File: src/rtl/dcc_pkg.sv
package dcc_pkg;

  localparam int NUM_STROBES = 4;
  localparam int SB_RAS = 0;
  localparam int SB_CAS = 1;
  localparam int SB_WE  = 2;
  localparam int SB_OE  = 3;

  localparam int KIND_W    = 10;
  localparam int KIND_IDXW = $clog2(KIND_W);

  localparam int K_READ   = 0;
  localparam int K_EWRITE = 1;
  localparam int K_DWRITE = 2;
  localparam int K_RMW    = 3;
  localparam int K_PAGE   = 4;
  localparam int K_ROWREF = 5;
  localparam int K_CBR    = 6;
  localparam int K_HIDDEN = 7;
  localparam int K_TEST   = 8;
  localparam int K_SELF   = 9;

  typedef enum logic [2:0] {
    ST_IDLE,
    ST_ROW,
    ST_COL_FIRST,
    ST_CBR,
    ST_HOLD,
    ST_HIDDEN
  } mon_state_e;

endpackage

File: src/rtl/strobe_sync.sv
module strobe_sync #(
  parameter int WIDTH  = 4,
  parameter int STAGES = 2
) (
  input  logic             clk,
  input  logic             rst,
  input  logic [WIDTH-1:0] pin_n,
  output logic [WIDTH-1:0] act
);

  for (genvar b = 0; b < WIDTH; b++) begin : g_bit
    logic [STAGES-1:0] chain;
    always_ff @(posedge clk) begin
      if (rst) chain <= '1;
      else     chain <= {chain[STAGES-2:0], pin_n[b]};
    end
    assign act[b] = ~chain[STAGES-1];
  end

endmodule

File: src/rtl/edge_tracker.sv
module edge_tracker #(
  parameter int WIDTH = 4
) (
  input  logic             clk,
  input  logic             rst,
  input  logic [WIDTH-1:0] lvl,
  output logic [WIDTH-1:0] asrt,
  output logic [WIDTH-1:0] dsrt
);

  logic [WIDTH-1:0] prev_q;

  always_ff @(posedge clk) begin
    if (rst) prev_q <= '0;
    else     prev_q <= lvl;
  end

  for (genvar b = 0; b < WIDTH; b++) begin : g_edge
    assign asrt[b] = lvl[b] & ~prev_q[b];
    assign dsrt[b] = ~lvl[b] & prev_q[b];
  end

endmodule

File: src/rtl/cycle_fsm.sv
module cycle_fsm
  import dcc_pkg::*;
#(
  parameter int SELF_REF_CYCLES = 5000
) (
  input  logic                   clk,
  input  logic                   rst,
  input  logic [NUM_STROBES-1:0] lvl,
  input  logic [NUM_STROBES-1:0] asrt,
  input  logic [NUM_STROBES-1:0] dsrt,
  output logic                   valid_o,
  output logic [KIND_W-1:0]      kind_o,
  output logic                   err_o,
  output logic                   amb_o,
  output logic                   idle_o
);

  localparam int CNT_W = $clog2(SELF_REF_CYCLES + 1);
  localparam logic [CNT_W-1:0] CNT_LIM = CNT_W'(SELF_REF_CYCLES - 1);

  mon_state_e state_q, state_d;
  logic acc_act_q, acc_act_d;
  logic acc_early_q, acc_early_d;
  logic acc_wefell_q, acc_wefell_d;
  logic acc_rmw_q, acc_rmw_d;
  logic acc_oe_q, acc_oe_d;
  logic acc_any_q, acc_any_d;
  logic cbr_test_q, cbr_test_d;
  logic cbr_done_q, cbr_done_d;
  logic [CNT_W-1:0] cnt_q, cnt_d;

  logic                 rep, err, amb;
  logic [KIND_IDXW-1:0] rep_kind, acc_kind;

  logic l_cas, l_we, l_oe, a_ras, a_cas, a_we, d_ras, d_cas;
  logic unused_edges;
  assign l_cas = lvl[SB_CAS];
  assign l_we  = lvl[SB_WE];
  assign l_oe  = lvl[SB_OE];
  assign a_ras = asrt[SB_RAS];
  assign a_cas = asrt[SB_CAS];
  assign a_we  = asrt[SB_WE];
  assign d_ras = dsrt[SB_RAS];
  assign d_cas = dsrt[SB_CAS];
  assign unused_edges = ^{asrt[SB_OE], dsrt[SB_WE], dsrt[SB_OE]};

  always_comb begin
    if (acc_any_q)         acc_kind = KIND_IDXW'(K_PAGE);
    else if (acc_early_q)  acc_kind = KIND_IDXW'(K_EWRITE);
    else if (acc_wefell_q) acc_kind = acc_rmw_q ? KIND_IDXW'(K_RMW) : KIND_IDXW'(K_DWRITE);
    else                   acc_kind = KIND_IDXW'(K_READ);
  end

  always_comb begin
    state_d      = state_q;
    acc_act_d    = acc_act_q;
    acc_early_d  = acc_early_q;
    acc_wefell_d = acc_wefell_q;
    acc_rmw_d    = acc_rmw_q;
    acc_oe_d     = acc_oe_q;
    acc_any_d    = acc_any_q;
    cbr_test_d   = cbr_test_q;
    cbr_done_d   = cbr_done_q;
    cnt_d        = cnt_q;
    rep          = 1'b0;
    rep_kind     = '0;
    err          = 1'b0;
    amb          = 1'b0;

    case (state_q)
      ST_IDLE: begin
        if (a_ras) begin
          state_d   = ST_ROW;
          acc_any_d = 1'b0;
          acc_act_d = 1'b0;
          if (a_cas) begin
            amb          = 1'b1;
            acc_act_d    = 1'b1;
            acc_early_d  = l_we;
            acc_wefell_d = 1'b0;
            acc_rmw_d    = 1'b0;
            acc_oe_d     = l_oe;
          end
        end else if (a_cas) begin
          state_d    = ST_COL_FIRST;
          cbr_done_d = 1'b0;
        end
      end

      ST_ROW: begin
        if (acc_act_q && !acc_wefell_q && !acc_early_q) begin
          acc_oe_d = acc_oe_q | l_oe;
          if (a_we) begin
            acc_wefell_d = 1'b1;
            acc_rmw_d    = acc_oe_q | l_oe;
          end
        end
        if (d_ras) begin
          if (acc_act_q) begin
            rep      = 1'b1;
            rep_kind = acc_kind;
          end else if (!acc_any_q) begin
            rep      = 1'b1;
            rep_kind = KIND_IDXW'(K_ROWREF);
          end
          acc_act_d = 1'b0;
          state_d   = l_cas ? ST_HOLD : ST_IDLE;
        end else if (acc_act_q && d_cas) begin
          rep       = 1'b1;
          rep_kind  = acc_kind;
          acc_act_d = 1'b0;
          acc_any_d = 1'b1;
        end else if (!acc_act_q && a_cas) begin
          acc_act_d    = 1'b1;
          acc_early_d  = l_we;
          acc_wefell_d = 1'b0;
          acc_rmw_d    = 1'b0;
          acc_oe_d     = l_oe;
          amb          = a_we;
        end
      end

      ST_COL_FIRST: begin
        if (a_ras) begin
          if (d_cas) begin
            err     = 1'b1;
            state_d = ST_IDLE;
          end else begin
            state_d    = ST_CBR;
            cbr_test_d = l_we;
            cnt_d      = '0;
          end
        end else if (d_cas) begin
          err     = ~cbr_done_q;
          state_d = ST_IDLE;
        end
      end

      ST_CBR: begin
        if (cnt_q != CNT_LIM) cnt_d = cnt_q + 1'b1;
        if (d_ras) begin
          rep        = 1'b1;
          err        = cbr_test_q;
          cbr_done_d = 1'b1;
          if (cbr_test_q)          rep_kind = KIND_IDXW'(K_TEST);
          else if (cnt_q >= CNT_LIM) rep_kind = KIND_IDXW'(K_SELF);
          else                     rep_kind = KIND_IDXW'(K_CBR);
          state_d = l_cas ? ST_COL_FIRST : ST_IDLE;
        end
      end

      ST_HOLD: begin
        if (a_ras)      state_d = ST_HIDDEN;
        else if (d_cas) state_d = ST_IDLE;
      end

      ST_HIDDEN: begin
        if (d_ras) begin
          rep      = 1'b1;
          rep_kind = KIND_IDXW'(K_HIDDEN);
          state_d  = l_cas ? ST_HOLD : ST_IDLE;
        end
      end

      default: state_d = ST_IDLE;
    endcase
  end

  always_ff @(posedge clk) begin
    if (rst) begin
      state_q      <= ST_IDLE;
      acc_act_q    <= 1'b0;
      acc_early_q  <= 1'b0;
      acc_wefell_q <= 1'b0;
      acc_rmw_q    <= 1'b0;
      acc_oe_q     <= 1'b0;
      acc_any_q    <= 1'b0;
      cbr_test_q   <= 1'b0;
      cbr_done_q   <= 1'b0;
      cnt_q        <= '0;
      valid_o      <= 1'b0;
      kind_o       <= '0;
      err_o        <= 1'b0;
      amb_o        <= 1'b0;
      idle_o       <= 1'b0;
    end else begin
      state_q      <= state_d;
      acc_act_q    <= acc_act_d;
      acc_early_q  <= acc_early_d;
      acc_wefell_q <= acc_wefell_d;
      acc_rmw_q    <= acc_rmw_d;
      acc_oe_q     <= acc_oe_d;
      acc_any_q    <= acc_any_d;
      cbr_test_q   <= cbr_test_d;
      cbr_done_q   <= cbr_done_d;
      cnt_q        <= cnt_d;
      valid_o      <= rep;
      kind_o       <= rep ? (KIND_W'(1) << rep_kind) : '0;
      err_o        <= err;
      amb_o        <= amb;
      idle_o       <= ~lvl[SB_RAS] & ~l_cas;
    end
  end

  AST_REPORT_AT_EDGE: assert property (@(posedge clk) disable iff (rst) valid_o |-> $past(d_ras | d_cas));
  AST_ERR_AT_RISE: assert property (@(posedge clk) disable iff (rst) err_o |-> $past(d_cas | d_ras));
  AST_AMB_SAME_SAMPLE: assert property (@(posedge clk) disable iff (rst) amb_o |-> $past(a_cas & (a_ras | a_we)));
  AST_IDLE_NO_ROW: assert property (@(posedge clk) disable iff (rst) idle_o |-> !$past(lvl[SB_RAS]));

endmodule

File: src/rtl/dram_cycle_classifier.sv
module dram_cycle_classifier
  import dcc_pkg::*;
#(
  parameter int SYNC_STAGES     = 2,
  parameter int SELF_REF_CYCLES = 5000
) (
  input  logic              clk,
  input  logic              rst,
  input  logic              ras_n,
  input  logic              cas_n,
  input  logic              we_n,
  input  logic              oe_n,
  output logic              cyc_valid,
  output logic [KIND_W-1:0] cyc_kind,
  output logic              seq_err,
  output logic              edge_amb,
  output logic              bus_idle
);

  logic [NUM_STROBES-1:0] pins_n, lvl, asrt, dsrt;

  assign pins_n[SB_RAS] = ras_n;
  assign pins_n[SB_CAS] = cas_n;
  assign pins_n[SB_WE]  = we_n;
  assign pins_n[SB_OE]  = oe_n;

  strobe_sync #(
    .WIDTH (NUM_STROBES),
    .STAGES(SYNC_STAGES)
  ) u_sync (
    .clk  (clk),
    .rst  (rst),
    .pin_n(pins_n),
    .act  (lvl)
  );

  edge_tracker #(
    .WIDTH(NUM_STROBES)
  ) u_edges (
    .clk (clk),
    .rst (rst),
    .lvl (lvl),
    .asrt(asrt),
    .dsrt(dsrt)
  );

  cycle_fsm #(
    .SELF_REF_CYCLES(SELF_REF_CYCLES)
  ) u_fsm (
    .clk    (clk),
    .rst    (rst),
    .lvl    (lvl),
    .asrt   (asrt),
    .dsrt   (dsrt),
    .valid_o(cyc_valid),
    .kind_o (cyc_kind),
    .err_o  (seq_err),
    .amb_o  (edge_amb),
    .idle_o (bus_idle)
  );

  AST_KIND_ONEHOT: assert property (@(posedge clk) disable iff (rst) cyc_valid |-> ($countones(cyc_kind) == 1));
  AST_KIND_QUIET: assert property (@(posedge clk) disable iff (rst) !cyc_valid |-> (cyc_kind == '0));
  AST_PULSE_SINGLE: assert property (@(posedge clk) disable iff (rst) cyc_valid |=> !cyc_valid);

endmodule

File: config.mk
export PLATFORM = sky130hd
export DESIGN_NAME = dram_cycle_classifier
export DESIGN_NICKNAME = d
export VERILOG_FILES = /design/src/rtl/dcc_pkg.sv /design/src/rtl/strobe_sync.sv /design/src/rtl/edge_tracker.sv /design/src/rtl/cycle_fsm.sv /design/src/rtl/dram_cycle_classifier.sv
export SDC_FILE = /design/constraint.sdc
export NUM_CORES = 1
export LEC_CHECK = 0
export CAP_MARGIN = 20
export CELL_PAD_IN_SITES_DETAIL_PLACEMENT = 1
export CELL_PAD_IN_SITES_GLOBAL_PLACEMENT = 1
export CORE_ASPECT_RATIO = 1.5
export CORE_UTILIZATION = 43
export DETAILED_ROUTE_END_ITERATION = 6
export PLACE_DENSITY = 0.79
export SETUP_SLACK_MARGIN = 0.5
export SYNTH_ARGS = -nofsm -noshare
export SYNTH_HDL_FRONTEND = slang
export SYNTH_SLANG_ARGS = --single-unit
File: constraint.sdc
create_clock -name clk -period 2.2 [get_ports clk]
set_input_delay 0.44 -clock clk [delete_from_list [all_inputs] [get_ports clk]]
set_output_delay 0.44 -clock clk [all_outputs]
set_load 0.05 [all_outputs]
Yosys cells after proc, flatten, opt, wreduce, memory -nomap -nowiden
Index checks and enable logic that the tools add are counted.
- register bits: 49
- input port bits: 6
- output and inout bits: 14
- logic and storage cells: 166
- $add $sub $neg: 1
- magnitude comparators: 1
- equal/unequal tests: 20
- shifts and indexed selects: 1
- muxes and demuxes: 84
- bitwise operators: 17
- reductions and logical operators: 22
- operator list (cell ; number):
    $mux 1 ; 47
    $mux 13 ; 3
    $mux 4 ; 9
    $mux 3 ; 10
    $pmux 13 s2 ; 1
    $pmux 1 s2 ; 10
    $ne 2x1->1 const B ; 8
    $pmux 3 s5 ; 1
    $add 13x1->13 const B ; 1
    $ge 13x13->1 const B ; 1
    $ne 13x13->1 const B ; 1
    $pmux 4 s3 ; 1
    $reduce_and 3->1 ; 4
    $reduce_and 4->1 ; 3
    $not 1->1 ; 10
    $shl 1x4->10 const A ; 1
    $ne 2x2->1 const B ; 4
    $and 1x1->1 ; 6
    $eq 3x2->1 const B ; 2
    $eq 3x3->1 const B ; 2
    $reduce_and 6->1 ; 1
    $reduce_bool 2->1 ; 3
    $reduce_or 2->1 ; 3
    $logic_and 1x1->1 ; 4
    7 further kinds ; 10

Longest topological paths before layout
Gate-level depths: netlist of the first run.
- depth after elaboration: 8
- gate-level depth with buffers: 7
- depth with buffers taken out: 6

Modules after synthesis
Synthesis of the first run repeated with hierarchy kept, for this count alone.
- cell total of the unflattened synthesis: 253
- area, all modules: 2230.9 um^2
- by module, submodules not included (module ; times used ; cells an instance ; area an instance (um^2) ; sequential area each (um^2)):
    cycle_fsm ; 1 ; 217 ; 1850.5 ; 760.7
    strobe_sync ; 1 ; 20 ; 225.2 ; 160.2
    edge_tracker ; 1 ; 16 ; 155.1 ; 80.1

Worst setup path before layout of the first run
OpenSTA, ideal clock, no wires.
- kind: register to register
- start point: register u_fsm.acc_act_q
- end point: register u_fsm.kind_o[2]
- setup time: 0.086 ns
- arrival: 1.622 ns
- required time: 2.114 ns
- path slack: 0.492 ns
- stages on the path, launching flop included: 8
- path buffers: 1
- period minus slack after synthesis: 1.708 ns
- path through: dfxtp_1 > clkbuf_1 > inv_1 > ha_1 > or3_1 > a31oi_1 > o21ai_1 > a211oi_1
- longest elaborated chain between the ends: 6
- elaborated cells between the ends (all ways): 12
- classes of those cells: 1 x shift; 8 x mux; 1 x bitwise; 2 x reduce/logical
- ends and longest elaborated chain (item ; RTL line ; text):
    from (decl) ; cycle_fsm.sv:22 ; logic acc_act_q, acc_act_d;
    from (signal assigned) ; cycle_fsm.sv:188 ; acc_act_q <= acc_act_d;
    $logic_and 1x1->1 ; cycle_fsm.sv:108 ; end else if (acc_act_q && d_cas) begin
    $mux 1 ; cycle_fsm.sv:108 ;
    $mux 1 ; cycle_fsm.sv:98 ; if (d_ras) begin
    $pmux 1 s2 ; cycle_fsm.sv:70 ; case (state_q)
    $not 1->1 (no line) ; - ;
    $reduce_or 2->1 (no line) ; - ;
    to (signal assigned) ; cycle_fsm.sv:198 ; kind_o <= rep ? (KIND_W'(1) << rep_kind) : '0;
    to (decl) ; cycle_fsm.sv:12 ; output logic [KIND_W-1:0] kind_o,
Several ways; a longest one is shown, not always the timed one.
A chain may end at the register's enable or synchronous reset.

Worst setup path after layout of the first run
- start point: register u_fsm.state_q[1]
- end point: register u_fsm.kind_o[5]
- longest elaborated chain between the ends: 5
- elaborated cells between the ends (all ways): 9
- classes of those cells: 3 x eq/ne; 1 x shift; 2 x mux; 1 x bitwise; 2 x reduce/logical
- ends and longest elaborated chain (item ; RTL line ; text):
    from (decl) ; cycle_fsm.sv:21 ; mon_state_e state_q, state_d;
    from (signal assigned) ; cycle_fsm.sv:187 ; state_q <= state_d;
    $eq 3x2->1 or $eq 3x3->1 (tied branches) ; cycle_fsm.sv:70 ;
    $reduce_or 2->1 (no line) ; - ;
    $pmux 1 s2 ; cycle_fsm.sv:70 ;
    $not 1->1 (no line) ; - ;
    $reduce_or 2->1 (no line) ; - ;
Several ways; a longest one is shown, not always the timed one.

==> qor.csv, run 1 <==
metric;value;unit
XOR/XNOR Fraction of Synth Area;0.01839;
maximum root-to-sink buffer count;2;
Peak supply drop;0.4222;mV
DRC errors left;0;
number of synthesized flops with an enable pin;0;
Rel. slew slack;0.6603;
r2r setup slk;0.52;ns
Mapped Nets;275;
Area Growth Syn to Fin;26.27;%
initial core utilization;0.4540;
fin. max-slew vios;0;
via count;2173;
Setup crit end;u_fsm.kind_o[5];
Hold Vio Cnt, Final;0;
fmax;594.8;MHz
Slew @ Worst Pin;0.5115;ns
Seq/Total Area, Yosys;0.4120;
die height;93.14;um
CP arrival;1.91;ns
CTS buffer count;5;
DP Wirelength;4784;um
Synth Area in Compound Gates;0.2349;
adder-cell share of the synthesized area;0.01051;
largest net degree at the start of global routing;29;
Leak Pwr;1.067;nW
post-synthesis mux area share;0.008408;
Setup Total Neg Slack;0;ns
status;completed;
Min-Delay Path Class;register to register;
Clock transition at path regs;0.09;ns
Layout Nets;304;
#FFs+latches synth;49;
Crit Path Category;register to register;
Post-Synth Simple-Gate Area;0.2722;
syn avg cell area;8.918;um^2
critical-path maximum fanout;14;
total length of routed wires;6863;um
placed cells;350;
warnings from Yosys;0;
Unique masters post-synth;62;
MaxCap Viol Count;0;
GRT Util Overall;0.2451;
post-route ant nets;0;
routed vias/inst;5.953;
# clock sinks;49;
reg2reg path depth;5;
Fin Hold WS;0.4198;ns
number of global-route vias before repair;2258;
Remaining Overflow, GRT;0;
num ports;20;
final setup fails;0;
RSZ-0062 raised after global routing;yes;
ys flop type;dfxtp_1;
H-tree depth;2;
CP startpoint kind;register;
layout cell share with drive strength beyond 1;0.2828;
DRT iter0 DRCs;121;
CTS tree;done;
cells after synthesis;267;
Final Cycle Share;0.7642;
Rows;32;
largest family of logic cells by synthesized area;simple AND/OR/NAND/NOR gates;
Final min period;1.681;ns
filler instances;613;
initial antenna violation count;0;
die area;5845;um^2
global-route wire length before repair;11140;um
ys async rst share;0;
Root Buffer;clkbuf_8;
Die X-Extent;62.76;um
Post-Layout Cell Count;365;
PortBufs;19;
Reg-to-Reg End;u_fsm.kind_o[5];
Post-Syn Area;2381;um^2
crit path launch;u_fsm.state_q[1];
post-DR wirelength/cell;18.80;um
Layout Skew;0.007887;ns
clock latency on the worst-skew pair;0.31;ns
commonest cells after routing, fill and taps aside;dfxtp_1, nor2_1, buf_4;
crit end category;register;
FF-to-FF Start;u_fsm.state_q[1];
Design Power;1.833;mW
Worst EP required;2.43;ns
Routability Congestion;0.8189;
first-pass iteration count of the detailed router;4;
PwrDens;609.5;nW/um^2
Core Region;5245;um^2
Antenna Diode Count;0;
commonest non-fill, non-tap cell in the layout;dfxtp_1;
-- worst min-delay path by stage --
stage,start,endpoint,slack (ns),cells past startpoint
after global placement,u_sync.g_bit[0].chain[0],u_sync.g_bit[0].chain[1],0.39,1
after global routing,u_sync.g_bit[0].chain[0],u_sync.g_bit[0].chain[1],0.43,1
final,u_sync.g_bit[0].chain[0],u_sync.g_bit[0].chain[1],0.42,1
after CTS,u_sync.g_bit[0].chain[0],u_sync.g_bit[0].chain[1],0.42,1
after floorplan,u_sync.g_bit[0].chain[0],u_sync.g_bit[0].chain[1],0.39,1
after detailed placement,u_sync.g_bit[2].chain[0],u_sync.g_bit[2].chain[1],0.40,1
-- layer usage --
layer / global-route usage / routed length [um] / vias up
li1: - / - / 1047
met1: 0.2591 / 2701 / 1068
met2: 0.4737 / 3809 / 40
met3: 0.02683 / 109 / 18
met4: 0.1163 / 242 / 0
met5: 0 / 0 / -
-- Yosys cell counts, types with 4 or more instances --
master     number  area (um^2)
o21ai_0        12        60.06
o211ai_1        4        30.03
buf_2           8        40.04
nor2_1         20        75.07
nand2b_1        4        25.02
a211oi_1        8        60.06
and3_1          6        37.54
or2_2          10        62.56
clkbuf_1        6        22.52
xor2_1          5        43.79
nand2_1        17        63.81
inv_1           9        33.78
o21a_1          5        37.54
or3_1           7        43.79
a21oi_1        14        70.07
nand3_1         7        35.03
a31oi_1         4        25.02
o2111ai_1       4        35.03
dfxtp_1        49        980.9
nor3_1         11        55.05
-- report_power, final --
part           switching (mW)  total (mW)  internal [mW]
Combinational          0.0799       0.138         0.0578
Sequential             0.0234       0.924          0.901
Clock                   0.313       0.771          0.458
Total                   0.416        1.83           1.42
-- repair_timing --
item	4_1_cts	5_1_grt
pin swaps	1	10
setup buffers	3	4
hold buffers	0	0
resized for setup	28	25
setup endpoints to repair	37	21
-- kinds of logic (layout without fill, tap and decap cells) --
family | count (synthesis) | count (layout)
and+or+nand+nor | 108 | 108
AOI/OAI and AO/OA | 77 | 77
DFF | 49 | 49
buffers and inverters | 24 | 54
xor gates and xnor gates | 5 | 5
adders and majority gates | 2 | 2
muxes | 2 | 2
-- stage by stage --
stage               utilization  instance area, um^2  setup WS (ns)
global route             0.5732                 3007         0.4079
CTS                      0.5439                 2853         0.5002
detailed placement       0.5088                 2669         0.3290
floorplan                     -                 2382         0.5828
finish                   0.5732                 3007         0.5188
global placement         0.5088                 2669         0.3166
-- state kept, by name, summed over array words and instances (netlist names) --
register            flops
u_fsm.acc_act_q         1
u_fsm.acc_wefell_q      1
u_fsm.state_q           3
u_fsm.acc_any_q         1
u_fsm.cbr_done_q        1
u_fsm.valid_o           1
u_fsm.err_o             1
u_fsm.cnt_q            13
u_fsm.acc_rmw_q         1
u_sync.g_bit.chain      8
u_fsm.idle_o            1
u_fsm.acc_oe_q          1
u_fsm.kind_o           10
u_fsm.amb_o             1
u_edges.prev_q          3
u_fsm.acc_early_q       1
u_fsm.cbr_test_q        1
-- final cells by class --
type                       instances  area, um^2  share of cell area
multi-input combinational        194        1444              0.4802
sequential                        49       998.5              0.3321
timing repair buffer              37       307.8              0.1024
tap                               68       85.08             0.02830
clock buffer                       5       68.82             0.02289
clock inverter                     3       68.82             0.02289
inverter                           9       33.78             0.01124
-- worst max-delay path: stages, from the launching register on --
cell	delay (ns)
dfxtp_2	0.54
buf_4	0.21
and3b_1	0.18
a221oi_1	0.34
a21oi_1	0.17
nor3_2	0.15
Note: power is estimated with default switching activity, not from simulation.
==> run 2, diff against run 1 <==
Settings changed: CORE_UTILIZATION 43 to 39, PLACE_DENSITY 0.79 to 0.76.
Clock period 2.2 ns to 1.45 ns, I/O delays scaled along.
==> run 2 against run 1 <==
Synthesized area unchanged. Synthesized cell count unchanged. The flow now stops in global routing (5_1_grt).
==> qor.csv, run 2 <==
metric;value;unit
CTS hold repair buffers;0;
worst endpoint type;register data pin;
H-tree depth;2;
initial core utilization;0.4085;
num ports;20;
Root Buffer;clkbuf_8;
warnings from Yosys;0;
# clock sinks;49;
#FFs+latches synth;49;
DP Wirelength;6203;um
Die X-Extent;65.80;um
PortBufs;19;
most frequent cell after synthesis;dfxtp_1;
Mapped Nets;275;
die height;97.70;um
ys flop type;dfxtp_1;
number of synthesized flops with an enable pin;0;
ys async rst share;0;
CTS buffer count;5;
Post-Syn Area;2381;um^2
largest cells by area after synthesis;dfxtp_1, nor2_1, a21oi_1, nand2_1, or2_2;
Post-synth top cells;dfxtp_1, nor2_1, nand2_1;
Routability Congestion;0.8978;
maximum root-to-sink buffer count;2;
Worst EP post-GRT repair;u_fsm.kind_o[4]$_SDFF_PP0_/D;
Fail Step;global routing (5_1_grt);
Rows;34;
Unique masters post-synth;62;
initial antenna violation count;1;
area share of the leading cell type in the synthesized netlist;0.4120;
Yosys top cell by area;dfxtp_1;
Seq/Total Area, Yosys;0.4120;
run-stopping error;[ERROR DPL-0033] detailed placement checks failed during check placement.;
cells after synthesis;267;
status;did not finish;
largest net degree at the start of global routing;20;
syn avg cell area;8.918;um^2
[run 2: cell counts after synthesis]
No cell type changed its count.
[run 2: repair_timing]
| item | 4_1_cts |
|---|---|
| endpoints found under the setup margin | 60 |
| buffers inserted | 16 |
| gates resized for setup | 75 |
| pin swaps | 33 |
[run 2: kinds of logic after synthesis]
family | after synthesis | synth area share
compound gates | 77 | 0.2349
mux | 2 | 0.008408
flops | 49 | 0.4120
buf+inv | 24 | 0.04362
xor+xnor | 5 | 0.01839
simple gates | 108 | 0.2722
fa+ha+maj | 2 | 0.01051
[run 2: stage by stage]
stage	setup WS [ns]	instances	hold WS (ns)	utilization	cell area, um^2
2_1_floorplan	-0.08772	267	0.3890	-	2674
3_3_place_gp	-0.1811	402	0.3927	0.5801	3381
3_5_place_dp	-0.2229	402	0.3986	0.5801	3381
4_1_cts	-0.1008	426	0.4222	0.6685	3896
==> run 3, diff against run 2 <==
Settings changed: CELL_PAD_IN_SITES_DETAIL_PLACEMENT 1 to unset, CELL_PAD_IN_SITES_GLOBAL_PLACEMENT 1 to unset, CORE_ASPECT_RATIO 1.5 to unset, CORE_UTILIZATION 39 to 28, PLACE_DENSITY 0.76 to unset, PLACE_DENSITY_LB_ADDON set to 0.15, SETUP_SLACK_MARGIN 0.5 to unset.
Clock period 1.45 ns to 1.89 ns, I/O delays scaled along.
==> run 3 against run 2 <==
The run now ends clean.
==> qor.csv, run 3 (synthesized netlist as in run 1, its figures left out) <==
metric;value;unit
Final WS setup;0.09426;ns
status;completed;
Net Sw Power;0.4770;mW
DRT iter0 DRCs;152;
Reg-to-Reg End;u_fsm.kind_o[9];
Fin Hold WS;0.4116;ns
CTS tree;done;
final setup fails;0;
GRT Util Overall;0.1444;
Combinational Power Share;0.084;
Internal Power;1.380;mW
PwrDens;646.0;nW/um^2
H-tree depth;2;
biggest regs;u_fsm.cnt_q (13), u_fsm.kind_o (10), u_sync.g_bit.chain (8);
commonest non-fill, non-tap cell in the layout;dfxtp_1;
part of the power in the clock network;0.341;
Util after Layout;0.3499;
Final min period;1.796;ns
MaxCap Viol Count;0;
Worst EP required;1.51;ns
largest net degree at the start of global routing;29;
post-route ant nets;0;
crit-path cells;clkdlybuf4s50_1;
Clock transition at path regs;0.10;ns
Max stage delay on crit path;0.79;ns
DRC errors left;0;
M1 wire length;3132;um
post-DR wirelength/cell;14.47;um
placed cells;395;
reg2reg path depth;4;
CTS buffer count;5;
Setup Total Neg Slack;0;ns
Rows;33;
Leak Pwr;0.9739;nW
Core Region;8217;um^2
Slew @ Worst Pin;0.4895;ns
Die X-Extent;94.22;um
Peak supply drop;0.2805;mV
die height;94.22;um
CP arrival;1.42;ns
critical-path maximum fanout;1;
Layout Skew;0.008611;ns
hold path cells;1;
initial antenna violation count;0;
Root Buffer;clkbuf_8;
Min-Delay Path Class;register to register;
RSZ-0062 raised after global routing;no;
layout cell share with drive strength beyond 1;0.1812;
routed vias/inst;5.124;
total length of routed wires;5830;um
Crit Path Category;register to primary output;
fmax;556.9;MHz
filler instances;842;
PortBufs;19;
global-route wire length before repair;10020;um
Remaining Overflow, GRT;0;
initial core utilization;0.2898;
Layout Nets;305;
first-pass iteration count of the detailed router;4;
hold endpoint;u_sync.g_bit[0].chain[1];
die area;8876;um^2
crit end category;primary output;
Routability Congestion;0.8185;
Sequential cell area;982.2;um^2
min-delay src;u_sync.g_bit[0].chain[0];
metal3 WL;152;um
DR top layer;met4;
DP Wirelength;4180;um
FF-to-FF Start;u_fsm.state_q[2];
Antenna Diode Count;0;
Slowest-stage cell, CP;clkdlybuf4s50_1;
commonest cells after routing, fill and taps aside;dfxtp_1, nor2_1, clkdlybuf4s50_1;
Post-Layout Cell Count;403;
Hold Vio Cnt, Final;0;
r2r setup slk;0.17;ns
maximum root-to-sink buffer count;2;
Sw Share;0.2568;
Most flops, register;u_fsm.cnt_q;
Area Growth Syn to Fin;20.76;%
wire length on met2;2490;um
# clock sinks;49;
Final Cycle Share;0.9501;
Worst path top cell family by delay;buffers and inverters;
fin. max-slew vios;0;
number of global-route vias before repair;1960;
Rel. slew slack;0.6726;
sequential share of power;0.575;
area of the multi-input gates;1296;um^2
via count;2065;
CP bufs+invs;1;
WP depth;1;
Largest register FFs;13;
clock latency on the worst-skew pair;0.30;ns
CP startpoint kind;register;
num ports;20;
pre-CTS setup slack;0.1427;ns
==> run 3: worst max path at each step <==
stage	end	startpoint
final	cyc_kind[6]	u_fsm.kind_o[6]
after global routing	cyc_kind[1]	u_fsm.kind_o[1]
after CTS	cyc_kind[1]	u_fsm.kind_o[1]
after detailed placement	u_fsm.cnt_q[3]	rst
after global placement	u_fsm.kind_o[9]	u_fsm.state_q[2]
after floorplan	u_fsm.kind_o[2]	u_fsm.acc_act_q
==> run 3: what timing repair did <==
| item | in CTS | in global routing |
|---|---|---|
| hold buffers | 0 | 0 |
| endpoints found under the setup margin | 0 | 4 |
| buffers inserted | 0 | 0 |
| gates resized for setup | 0 | 1 |
| endpoints found under the hold margin | 0 | 0 |
==> run 3: power groups by stage <==
stage                     clock (mW)  combinational [mW]  sequential, mW
after floorplan                    0              0.0968            1.09
after global placement             0               0.157            1.09
after detailed placement           0               0.156            1.09
after CTS                      0.654               0.156            1.07
after global routing           0.708               0.172            1.07
final                          0.633               0.156            1.07
==> run 3: area by class of cell <==
class                      count  share of cell area
inverter                       9             0.01175
multi-input combinational    194              0.4508
sequential                    49              0.3416
tap                          105             0.04569
clock buffer                   6             0.02524
timing repair buffer          38              0.1201
clock inverter                 2            0.004787
==> run 3: layer usage <==
layer,track usage,up-vias
met1,0.2084,976
met4,0.04231,0
li1,-,1046
met2,0.2138,39
met5,0,-
met3,0.02913,4
==> run 3: through the flow <==
| stage | power (mW) | instance area [um^2] |
|---|---|---|
| floorplan | 1.186 | 2381 |
| global placement | 1.250 | 2788 |
| detailed placement | 1.248 | 2788 |
| CTS | 1.879 | 2874 |
| global route | 1.951 | 2875 |
| finish | 1.857 | 2875 |
